==> src/rtl/adc_seq_pkg.sv <==
`timescale 1ns/1ps
package adc_seq_pkg;
  typedef enum logic [2:0] {
    PH_AZ   = 3'd0,
    PH_SI   = 3'd1,
    PH_SET  = 3'd2,
    PH_FAST = 3'd3,
    PH_SLOW = 3'd4,
    PH_OVR  = 3'd5,
    PH_WAIT = 3'd6
  } phase_e;
endpackage

==> src/rtl/adc_tick_div.sv <==
`timescale 1ns/1ps
module adc_tick_div #(
  parameter int unsigned DIV = 4
) (
  input  logic clk_i,
  input  logic rst_ni,
  output logic tick_o
);
  localparam int unsigned W = (DIV > 1) ? $clog2(DIV) : 1;

  logic [W-1:0] cnt_q;

  assign tick_o = (cnt_q == W'(DIV - 1));

  always_ff @(posedge clk_i or negedge rst_ni) begin
    if (!rst_ni)     cnt_q <= '0;
    else if (tick_o) cnt_q <= '0;
    else             cnt_q <= cnt_q + W'(1);
  end
endmodule

==> src/rtl/adc_frame_ctr.sv <==
`timescale 1ns/1ps
module adc_frame_ctr #(
  parameter int unsigned FRAME = 1280,
  parameter int unsigned FW    = 11
) (
  input  logic          clk_i,
  input  logic          rst_ni,
  input  logic          tick_i,
  output logic [FW-1:0] fcnt_o,
  output logic          last_o
);
  assign last_o = (fcnt_o == FW'(FRAME - 1));

  always_ff @(posedge clk_i or negedge rst_ni) begin
    if (!rst_ni)     fcnt_o <= '0;
    else if (tick_i) fcnt_o <= last_o ? '0 : fcnt_o + FW'(1);
  end
endmodule

==> src/rtl/adc_deint_fsm.sv <==
`timescale 1ns/1ps
module adc_deint_fsm
  import adc_seq_pkg::*;
#(
  parameter int unsigned AZ_CNT   = 246,
  parameter int unsigned SI_CNT   = 256,
  parameter int unsigned SET_CNT  = 10,
  parameter int unsigned FAST_CNT = 512,
  parameter int unsigned SLOW_CNT = 64,
  parameter int unsigned OVR_LEN  = 64,
  parameter int unsigned OVR_NUM  = 3,
  parameter int unsigned FW       = 11,
  parameter int unsigned FAST_W   = 9,
  parameter int unsigned SLOW_W   = 6,
  parameter int unsigned OVR_W    = 8
) (
  input  logic              clk_i,
  input  logic              rst_ni,
  input  logic              tick_i,
  input  logic [FW-1:0]     fcnt_i,
  input  logic              last_i,
  input  logic              cmp_i,
  output phase_e            phase_o,
  output logic [FAST_W-1:0] fast_o,
  output logic [SLOW_W-1:0] slow_o,
  output logic [OVR_W-1:0]  ovr_o,
  output logic              flag_o
);
  localparam int unsigned AZ_END  = AZ_CNT - 1;
  localparam int unsigned SI_END  = AZ_CNT + SI_CNT - 1;
  localparam int unsigned SET_END = AZ_CNT + SI_CNT + SET_CNT - 1;
  localparam int unsigned OVR_MAX = OVR_LEN * OVR_NUM;
  localparam int unsigned M1      = (FAST_CNT > OVR_MAX) ? FAST_CNT : OVR_MAX;
  localparam int unsigned M2      = (M1 > SLOW_CNT) ? M1 : SLOW_CNT;
  localparam int unsigned SUB_W   = $clog2(M2);

  phase_e            ph_q, ph_d;
  logic [SUB_W-1:0]  sub_q, sub_d;
  logic [FAST_W-1:0] fast_q, fast_d;
  logic [SLOW_W-1:0] slow_q, slow_d;
  logic [OVR_W-1:0]  ovr_q, ovr_d;
  logic              flag_q, flag_d;
  logic              cmp_q, chg;

  // a level change between consecutive counts marks the zero crossing
  assign chg = cmp_i ^ cmp_q;

  always_comb begin
    ph_d   = ph_q;
    sub_d  = sub_q;
    fast_d = fast_q;
    slow_d = slow_q;
    ovr_d  = ovr_q;
    flag_d = flag_q;
    case (ph_q)
      PH_AZ:  if (fcnt_i == FW'(AZ_END)) ph_d = PH_SI;
      PH_SI:  if (fcnt_i == FW'(SI_END)) ph_d = PH_SET;
      PH_SET: if (fcnt_i == FW'(SET_END)) begin
        ph_d  = PH_FAST;
        sub_d = '0;
      end
      PH_FAST: begin
        if (chg || sub_q == SUB_W'(FAST_CNT - 1)) begin
          fast_d = sub_q[FAST_W-1:0];
          ph_d   = PH_SLOW;
          sub_d  = '0;
        end else begin
          sub_d = sub_q + SUB_W'(1);
        end
      end
      PH_SLOW: begin
        if (chg) begin
          slow_d = sub_q[SLOW_W-1:0];
          ph_d   = PH_WAIT;
        end else if (sub_q == SUB_W'(SLOW_CNT - 1)) begin
          slow_d = sub_q[SLOW_W-1:0];
          flag_d = 1'b1;
          ph_d   = PH_OVR;
          sub_d  = '0;
        end else begin
          sub_d = sub_q + SUB_W'(1);
        end
      end
      PH_OVR: begin
        // one running index across all overrange stages: 64*stage + offset
        if (chg || sub_q == SUB_W'(OVR_MAX - 1)) begin
          ovr_d = sub_q[OVR_W-1:0];
          ph_d  = PH_WAIT;
        end else begin
          sub_d = sub_q + SUB_W'(1);
        end
      end
      default: ;
    endcase
  end

  always_ff @(posedge clk_i or negedge rst_ni) begin
    if (!rst_ni) begin
      ph_q   <= PH_AZ;
      sub_q  <= '0;
      fast_q <= '0;
      slow_q <= '0;
      ovr_q  <= '0;
      flag_q <= 1'b0;
      cmp_q  <= 1'b0;
    end else if (tick_i) begin
      cmp_q <= cmp_i;
      if (last_i) begin
        ph_q   <= PH_AZ;
        sub_q  <= '0;
        fast_q <= '0;
        slow_q <= '0;
        ovr_q  <= '0;
        flag_q <= 1'b0;
      end else begin
        ph_q   <= ph_d;
        sub_q  <= sub_d;
        fast_q <= fast_d;
        slow_q <= slow_d;
        ovr_q  <= ovr_d;
        flag_q <= flag_d;
      end
    end
  end

  // next-state values so a capture in the frame's last count is published
  assign phase_o = ph_q;
  assign fast_o  = fast_d;
  assign slow_o  = slow_d;
  assign ovr_o   = ovr_d;
  assign flag_o  = flag_d;
endmodule

==> src/rtl/adc_seq_ctrl.sv <==
`timescale 1ns/1ps
module adc_seq_ctrl
  import adc_seq_pkg::*;
#(
  parameter int unsigned DIV      = 4,
  parameter int unsigned AZ_CNT   = 246,
  parameter int unsigned SI_CNT   = 256,
  parameter int unsigned SET_CNT  = 10,
  parameter int unsigned FAST_CNT = 512,
  parameter int unsigned SLOW_CNT = 64,
  parameter int unsigned OVR_LEN  = 64,
  parameter int unsigned OVR_NUM  = 3,
  localparam int unsigned FAST_W  = $clog2(FAST_CNT),
  localparam int unsigned SLOW_W  = $clog2(SLOW_CNT),
  localparam int unsigned RES_W   = FAST_W + SLOW_W,
  localparam int unsigned OVR_MAX = OVR_LEN * OVR_NUM,
  localparam int unsigned OVR_W   = $clog2(OVR_MAX),
  localparam int unsigned REF_CNT = SET_CNT + FAST_CNT + SLOW_CNT + OVR_MAX,
  localparam int unsigned FRAME   = AZ_CNT + SI_CNT + REF_CNT,
  localparam int unsigned FW      = $clog2(FRAME)
) (
  input  logic             clk_i,
  input  logic             rst_ni,
  input  logic             cmp_i,
  output logic             zero_loop_o,
  output logic             in_open_o,
  output logic             in_conn_o,
  output logic             deint_fast_o,
  output logic             deint_slow_o,
  output logic             deint_ovr_o,
  output logic             done_o,
  output logic [RES_W-1:0] result_o,
  output logic [OVR_W-1:0] ovr_cnt_o,
  output logic             ovr_flag_o
);
  logic              tick, last;
  logic [FW-1:0]     fcnt;
  phase_e            phase;
  logic [FAST_W-1:0] fast_v;
  logic [SLOW_W-1:0] slow_v;
  logic [OVR_W-1:0]  ovr_v;
  logic              flag_v;

  adc_tick_div #(.DIV(DIV)) u_div (
    .clk_i  (clk_i),
    .rst_ni (rst_ni),
    .tick_o (tick)
  );

  adc_frame_ctr #(.FRAME(FRAME), .FW(FW)) u_frame (
    .clk_i  (clk_i),
    .rst_ni (rst_ni),
    .tick_i (tick),
    .fcnt_o (fcnt),
    .last_o (last)
  );

  adc_deint_fsm #(
    .AZ_CNT   (AZ_CNT),
    .SI_CNT   (SI_CNT),
    .SET_CNT  (SET_CNT),
    .FAST_CNT (FAST_CNT),
    .SLOW_CNT (SLOW_CNT),
    .OVR_LEN  (OVR_LEN),
    .OVR_NUM  (OVR_NUM),
    .FW       (FW),
    .FAST_W   (FAST_W),
    .SLOW_W   (SLOW_W),
    .OVR_W    (OVR_W)
  ) u_fsm (
    .clk_i   (clk_i),
    .rst_ni  (rst_ni),
    .tick_i  (tick),
    .fcnt_i  (fcnt),
    .last_i  (last),
    .cmp_i   (cmp_i),
    .phase_o (phase),
    .fast_o  (fast_v),
    .slow_o  (slow_v),
    .ovr_o   (ovr_v),
    .flag_o  (flag_v)
  );

  always_ff @(posedge clk_i or negedge rst_ni) begin
    if (!rst_ni) begin
      done_o     <= 1'b0;
      result_o   <= '0;
      ovr_cnt_o  <= '0;
      ovr_flag_o <= 1'b0;
    end else if (tick) begin
      done_o <= last;
      if (last) begin
        result_o   <= {fast_v, slow_v};
        ovr_cnt_o  <= ovr_v;
        ovr_flag_o <= flag_v;
      end
    end
  end

  assign zero_loop_o  = (phase == PH_AZ);
  assign in_open_o    = (phase == PH_AZ);
  assign in_conn_o    = (phase == PH_SI);
  assign deint_fast_o = (phase == PH_FAST);
  assign deint_slow_o = (phase == PH_SLOW);
  assign deint_ovr_o  = (phase == PH_OVR);
endmodule

==> config.mk <==
export PLATFORM = sky130hd
export DESIGN_NAME = adc_seq_ctrl
export DESIGN_NICKNAME = d
export VERILOG_FILES = /design/src/rtl/adc_seq_pkg.sv /design/src/rtl/adc_tick_div.sv /design/src/rtl/adc_frame_ctr.sv /design/src/rtl/adc_deint_fsm.sv /design/src/rtl/adc_seq_ctrl.sv
export SDC_FILE = /design/constraint.sdc
export NUM_CORES = 1
export LEC_CHECK = 0
export CAP_MARGIN = 15
export CORE_MARGIN = 10
export CORE_UTILIZATION = 58
export CTS_CLUSTER_DIAMETER = 50
export DETAILED_ROUTE_END_ITERATION = 16
export PLACE_DENSITY = 0.77
export SLEW_MARGIN = 20
export SYNTH_ARGS = -nofsm -noshare
export SYNTH_HDL_FRONTEND = slang
export SYNTH_SLANG_ARGS = --single-unit
export TNS_END_PERCENT = 20
==> constraint.sdc <==
create_clock -name clk_i -period 3.6 [get_ports clk_i]
set_clock_uncertainty 0.05 [all_clocks]
set_input_delay 0.72 -clock clk_i [delete_from_list [all_inputs] [get_ports clk_i]]
set_output_delay 0.72 -clock clk_i [all_outputs]
set_load 0.02 [all_outputs]
### Word-level counts from Yosys, hierarchy flattened

Index checks and enable logic that the tools add are counted.
Widths: inputs -> output; s select.

| storage, ports and cells | value |
|---|---|
| input bits | 3 |
| output and inout bits | 31 |
| bits in registers | 75 |

| cells by class | value |
|---|---|
| mux-type cells | 32 |
| reductions and logical operators | 8 |
| bitwise operators | 1 |
| equal/unequal tests | 21 |
| $add $sub $neg | 3 |

Operators with widths:

| kind | count |
|---|---|
| $mux 9 | 9 |
| $pmux 9 s4 | 1 |
| $mux 3 | 8 |
| $mux 6 | 4 |
| $mux 8 | 3 |
| $eq 11x9->1 const B | 2 |
| $pmux 3 s6 | 1 |
| $ne 3x1->1 const B | 4 |
| $add 11x1->11 const B | 1 |
| $eq 11x11->1 const B | 1 |
| $eq 11x8->1 const B | 1 |
| $mux 11 | 1 |
| $add 9x1->9 const B | 1 |
| $eq 9x6->1 const B | 1 |
| $eq 9x8->1 const B | 1 |
| $eq 9x9->1 const B | 1 |
| $reduce_and 8->1 | 1 |
| $reduce_bool 7->1 | 1 |
| $eq 3x2->1 const B | 2 |
| $eq 3x3->1 const B | 2 |
| $ne 3x3->1 const B | 2 |
| $reduce_and 5->1 | 1 |
| $reduce_bool 5->1 | 1 |
| $mux 1 | 4 |
| other kinds (10) | 11 |

### Logic depth before layout (Yosys ltp)

| depth | value |
|---|---|
| depth after elaboration | 5 |
| depth in mapped cells | 10 |
| mapped depth without buffers | 10 |

### Hierarchy

A second synthesis with hierarchy kept.

| unflattened totals | value |
|---|---|
| cell total of the unflattened synthesis | 368 |
| area, all modules | 4,033.9 µm² |

By module, submodules not included:

| module | area each (µm²) | sequential area each (µm²) | cells each | times used |
|---|---|---|---|---|
| adc_deint_fsm | 2,347.3 | 925.9 | 249 | 1 |
| adc_seq_ctrl | 1,048.5 | 625.6 | 61 | 1 |
| adc_frame_ctr | 571.8 | 275.3 | 54 | 1 |
| adc_tick_div | 66.3 | 50.0 | 4 | 1 |

### Worst setup path before layout

Ideal clock, no wire load.

| timing path | value |
|---|---|
| path kind | register -> register |
| from | register u_fsm.sub_q[1] |
| to | register result_o[10] |
| period minus slack after synthesis | 2.582 ns |
| data arrival time | 2.410 ns |
| required time | 3.428 ns |
| stages on the path, launching flop included | 10 |
| library setup time | 0.122 ns |
| slack | 1.018 ns |
| path through | dfrtp_1 ha_1 and3_1 and3_1 and3_1 ha_1 o21ai_1 clkbuf_1 mux2i_1 a21oi_2 |

| between the ends | value |
|---|---|
| cells in the longest elaborated chain, start to end | 4 |

Ends and longest elaborated chain:

| what | line | RTL |
|---|---|---|
| from (decl) | adc_deint_fsm.sv:38 | `logic [SUB_W-1:0] sub_q, sub_d;` |
| from (signal assigned) | adc_deint_fsm.sv:117 | `sub_q <= sub_d;` |
| $eq 9x9->1 | adc_deint_fsm.sv:63 | `if (chg \|\| sub_q == SUB_W'(FAST_CNT - 1)) begin` |
| $logic_or 1x1->1 | adc_deint_fsm.sv:63 |  |
| $mux 9 | adc_deint_fsm.sv:63 |  |
| $mux 9 | adc_deint_fsm.sv:55 | `case (ph_q)` |
| to (signal assigned) | adc_seq_ctrl.sv:93 | `result_o <= {fast_v, slow_v};` |
| to (decl) | adc_seq_ctrl.sv:32 | `output logic [RES_W-1:0] result_o,` |

No other way between the ends.
A chain may end at the register's enable or synchronous reset.

### Worst setup path in the final report

| timing path | value |
|---|---|
| from | register u_fsm.sub_q[1] |
| to | register u_fsm.sub_q[4] |

| between the ends | value |
|---|---|
| cells in the longest elaborated chain, start to end | 5 |
| elaborated cells on any way between the ends | 14 |

Ends and longest elaborated chain:

| what | line | RTL |
|---|---|---|
| $add 9x1->9 (tied with other cells) | adc_deint_fsm.sv:68, adc_deint_fsm.sv:81, adc_deint_fsm.sv:90 |  |
| $mux 9 or $logic_or 1x1->1 (tied branches) | adc_deint_fsm.sv:75, adc_deint_fsm.sv:63 |  |
| $mux 9 (on tied branches) | adc_deint_fsm.sv:72, adc_deint_fsm.sv:63 |  |
| $pmux 9 s4 | adc_deint_fsm.sv:55 |  |
| $mux 9 | adc_deint_fsm.sv:108 | `if (last_i) begin` |

Several ways; a longest one is shown, not always the timed one. The select of a mux whose other input is x is not followed.

==> impl_metrics.tcl <==
set metrics [dict create \
    ctsLongestPathBuffers 2 \
    drv_cap 0 \
    start_kind "flip-flop" \
    setup_violations 0 \
    multi_input_area_um2 1817 \
    dieArea_um2 10360 \
    mostFrequentLayoutCells "75 x dfrtp_1, 36 x nor2_1, 32 x clkdlybuf4s50_1, 24 x mux2i_1" \
    path_buf_inv 1 \
    port-buffer-count 33 \
    wl_mm 8.288 \
    worst_pin_slew_ns 0.9170 \
    grt_max_degree 76 \
    ys_ff_latch 75 \
    dp_hpwl_mm 5.596 \
    r2r_cells 10 \
    path_cells "ha_1, and3_1, and3_1, and3_1, ha_1, inv_1, a31oi_1, a21oi_2, nand4b_2, o31ai_1" \
    worstHoldStart "u_div.cnt_q[0]$_DFF_PN0_" \
    rsz0062_at_grt "no" \
    place_congestion 0.9372 \
    synth_ff_type "dfrtp_1" \
    critPathRequiredTime_ns 3.80 \
    cp_top_family "simple AND/OR/NAND/NOR gates" \
    syn-cell-area_um2 3881 \
    critPathMaxFanout 9 \
    cts.reportedPaths.clkPinSlew_ns 0.08 \
    drc 0 \
    synthTopCellsByArea "dfrtp_1 48%, mux2i_1 6.2%, a32o_1 4.4%" \
    ctsResizeCount 0 \
    hold-path-endpoint "u_div.cnt_q[0]$_DFF_PN0_" \
    p_leak_nw 1.802 \
    min_period_ns 2.873 \
    start_util 0.6043 \
    nNetsFinal 392 \
    yosys_warnings 0 \
    max_stage_delay_ns 0.51 \
    crit_arrival_ns 3.07 \
    rows 29 \
    ys_async_sr_fraction 1.000 \
    cp-end-kind "flip-flop" \
    yosysTopAreaCell "dfrtp_1" \
    final_common_cell "dfrtp_1" \
    synth.distinct_cells 53 \
    hold_depth 1 \
    synth_cells 359 \
    ff_latch_area_um2 1877 \
    drtPass1Iterations 4 \
    maxSlewViolCount 0 \
    cts_tree "built" \
    powerDensity_nw_per_um2 517.5 \
    cp_common_cell "and3_1" \
    report.power.total_mw 2.266 \
    drtIter0Drc 195 \
    fillers 470 \
    numCtsBuffers 9 \
    vias 2848 \
    synth_edf_count 0 \
    overflow 0 \
    vias_per_cell 6.138 \
    cts_max_level 3 \
    clock.fmax_mhz 348.1 \
    die_y_um 101.8 \
    cts_sinks 75 \
    ios 34 \
    cts_root_buffer "clkbuf_8" \
    antennaDiodeCount 0 \
    synth_area_per_cell_um2 10.81 \
    hold_viol 0 \
    r2r-end "u_fsm.sub_q[4]$_DFFE_PN0P_" \
    synth_nets 368 \
    hold_buffers 0 \
    yosysSeqAreaShare 0.4836 \
    post_cts_buffers 0 \
    hold_class "flip-flop to flip-flop" \
    drive_gt1_frac 0.1421 \
    antenna_found_initial 0 \
    synth_top_area_frac 0.4836 \
    dieWidth_um 101.8 \
    peakVddDrop_mv 0.2905 \
    crit_slowest_cell "dfrtp_1" \
    grt_pass1_wl_mm 14.21 \
    relSlewSlack 0.3887 \
    fin_setup_tns_ns 0 \
    area_growth_pct 12.80 \
    drtAntennaViolNets 0 \
    grt_pass1_vias 2757 \
    status "finished, final reports clean" \
    core_area_um2 6422 \
    wire_per_inst_um 17.86 \
    reg2reg_from "u_fsm.sub_q[1]$_DFFE_PN0P_" \
    worstSkewPairLatency_ns 0.35 \
    crit_type "flip-flop to flip-flop" \
    reg2reg_slack_ns 0.73 \
    fin_crit_sh 0.7980 \
    grtUsageTotal 0.1710 \
]
synth_stat cells (2+ instances only):
library cell,n
dfrtp_1,75
nor2_1,36
mux2i_1,24
a21oi_2,19
nand2_1,19
a32o_1,17
a21oi_1,12
clkbuf_1,11
o21ai_0,11
inv_1,9
o31ai_1,9
and3_1,7
nand2b_1,7
xnor2_1,7
a211oi_1,6
buf_2,6
ha_1,6
o21ai_1,6
o2bb2ai_1,6
buf_4,5
nand3_1,5
nand4_1,5
nor3_1,5
buf_6,4
xor2_1,4
mux2_2,3
nor2b_1,3
o22ai_1,3
a31oi_1,2
and3b_1,2
nor3_4,2
o211ai_1,2
state kept, by name (all words and copies together) (netlist names):
register        flops
ovr_flag_o          1
u_fsm.fast_q        9
u_fsm.flag_q        1
u_fsm.sub_q         9
u_fsm.phase_o       3
u_fsm.slow_q        6
u_frame.fcnt_o     11
ovr_cnt_o           8
done_o              1
u_div.cnt_q         2
result_o           15
u_fsm.ovr_q         8
u_fsm.cmp_q         1
layer usage:
layer | global-route usage | wire (um) | vias up
met5 | 0 | 0 | -
met2 | 0.2505 | 3765 | 88
li1 | - | - | 1369
met4 | 0.05831 | 95 | 0
met1 | 0.2392 | 3822 | 1381
met3 | 0.04493 | 604 | 10
cell type report:
class	count	share of cell area
clock inverter	4	0.01200
sequential	75	0.4287
multi-input combinational	249	0.4150
clock buffer	11	0.03001
tap	77	0.02201
timing repair buffer	39	0.08460
inverter	9	0.007716
cells by family after synthesis:
| logic type | count (synthesis) | share of synthesized area |
|---|---|---|
| flip-flops | 75 | 0.4836 |
| AO/OA/AOI/OAI | 101 | 0.2024 |
| adder cells (fa/ha/maj) | 6 | 0.01934 |
| XOR/XNOR | 11 | 0.02482 |
| buffers and inverters | 35 | 0.04836 |
| multiplexers | 27 | 0.07060 |
| AND/OR/NAND/NOR | 104 | 0.1509 |
power by group:
part / leakage (nW) / internal (mW) / switching [mW]
Sequential: 0.895 / 0.914 / 0.126
Clock: 0.0816 / 0.317 / 0.308
Combinational: 0.825 / 0.248 / 0.351
Total: 1.80 / 1.48 / 0.786
worst max path at each step:
stage	startpoint	to	slack, ns	cells past startpoint
2_1_floorplan	u_fsm.sub_q[1]$_DFFE_PN0P_	result_o[10]$_DFFE_PN0P_	1.02	9
3_3_place_gp	cmp_i	u_fsm.sub_q[6]$_DFFE_PN0P_	0.68	6
3_5_place_dp	cmp_i	u_fsm.sub_q[7]$_DFFE_PN0P_	0.69	6
4_1_cts	u_fsm.phase_o[0]$_DFFE_PN0P_	in_conn_o	0.77	3
5_1_grt	u_fsm.sub_q[1]$_DFFE_PN0P_	u_fsm.sub_q[4]$_DFFE_PN0P_	0.48	10
6_report	u_fsm.sub_q[1]$_DFFE_PN0P_	u_fsm.sub_q[4]$_DFFE_PN0P_	0.73	10
through the flow:
stage               hold WS (ns)  std cells  setup WS [ns]    util  cell area (um^2)
finish                    0.3790        464         0.7271  0.6817              4378
global route              0.4185        464         0.4786  0.6817              4378
CTS                       0.3816        464         0.7709  0.6817              4378
detailed placement        0.3702        449         0.6873  0.6530              4194
global placement          0.3646        449         0.6842  0.6530              4194
floorplan                 0.3531        359          1.018       -              3881
Note: power is estimated with default switching activity, not from simulation.
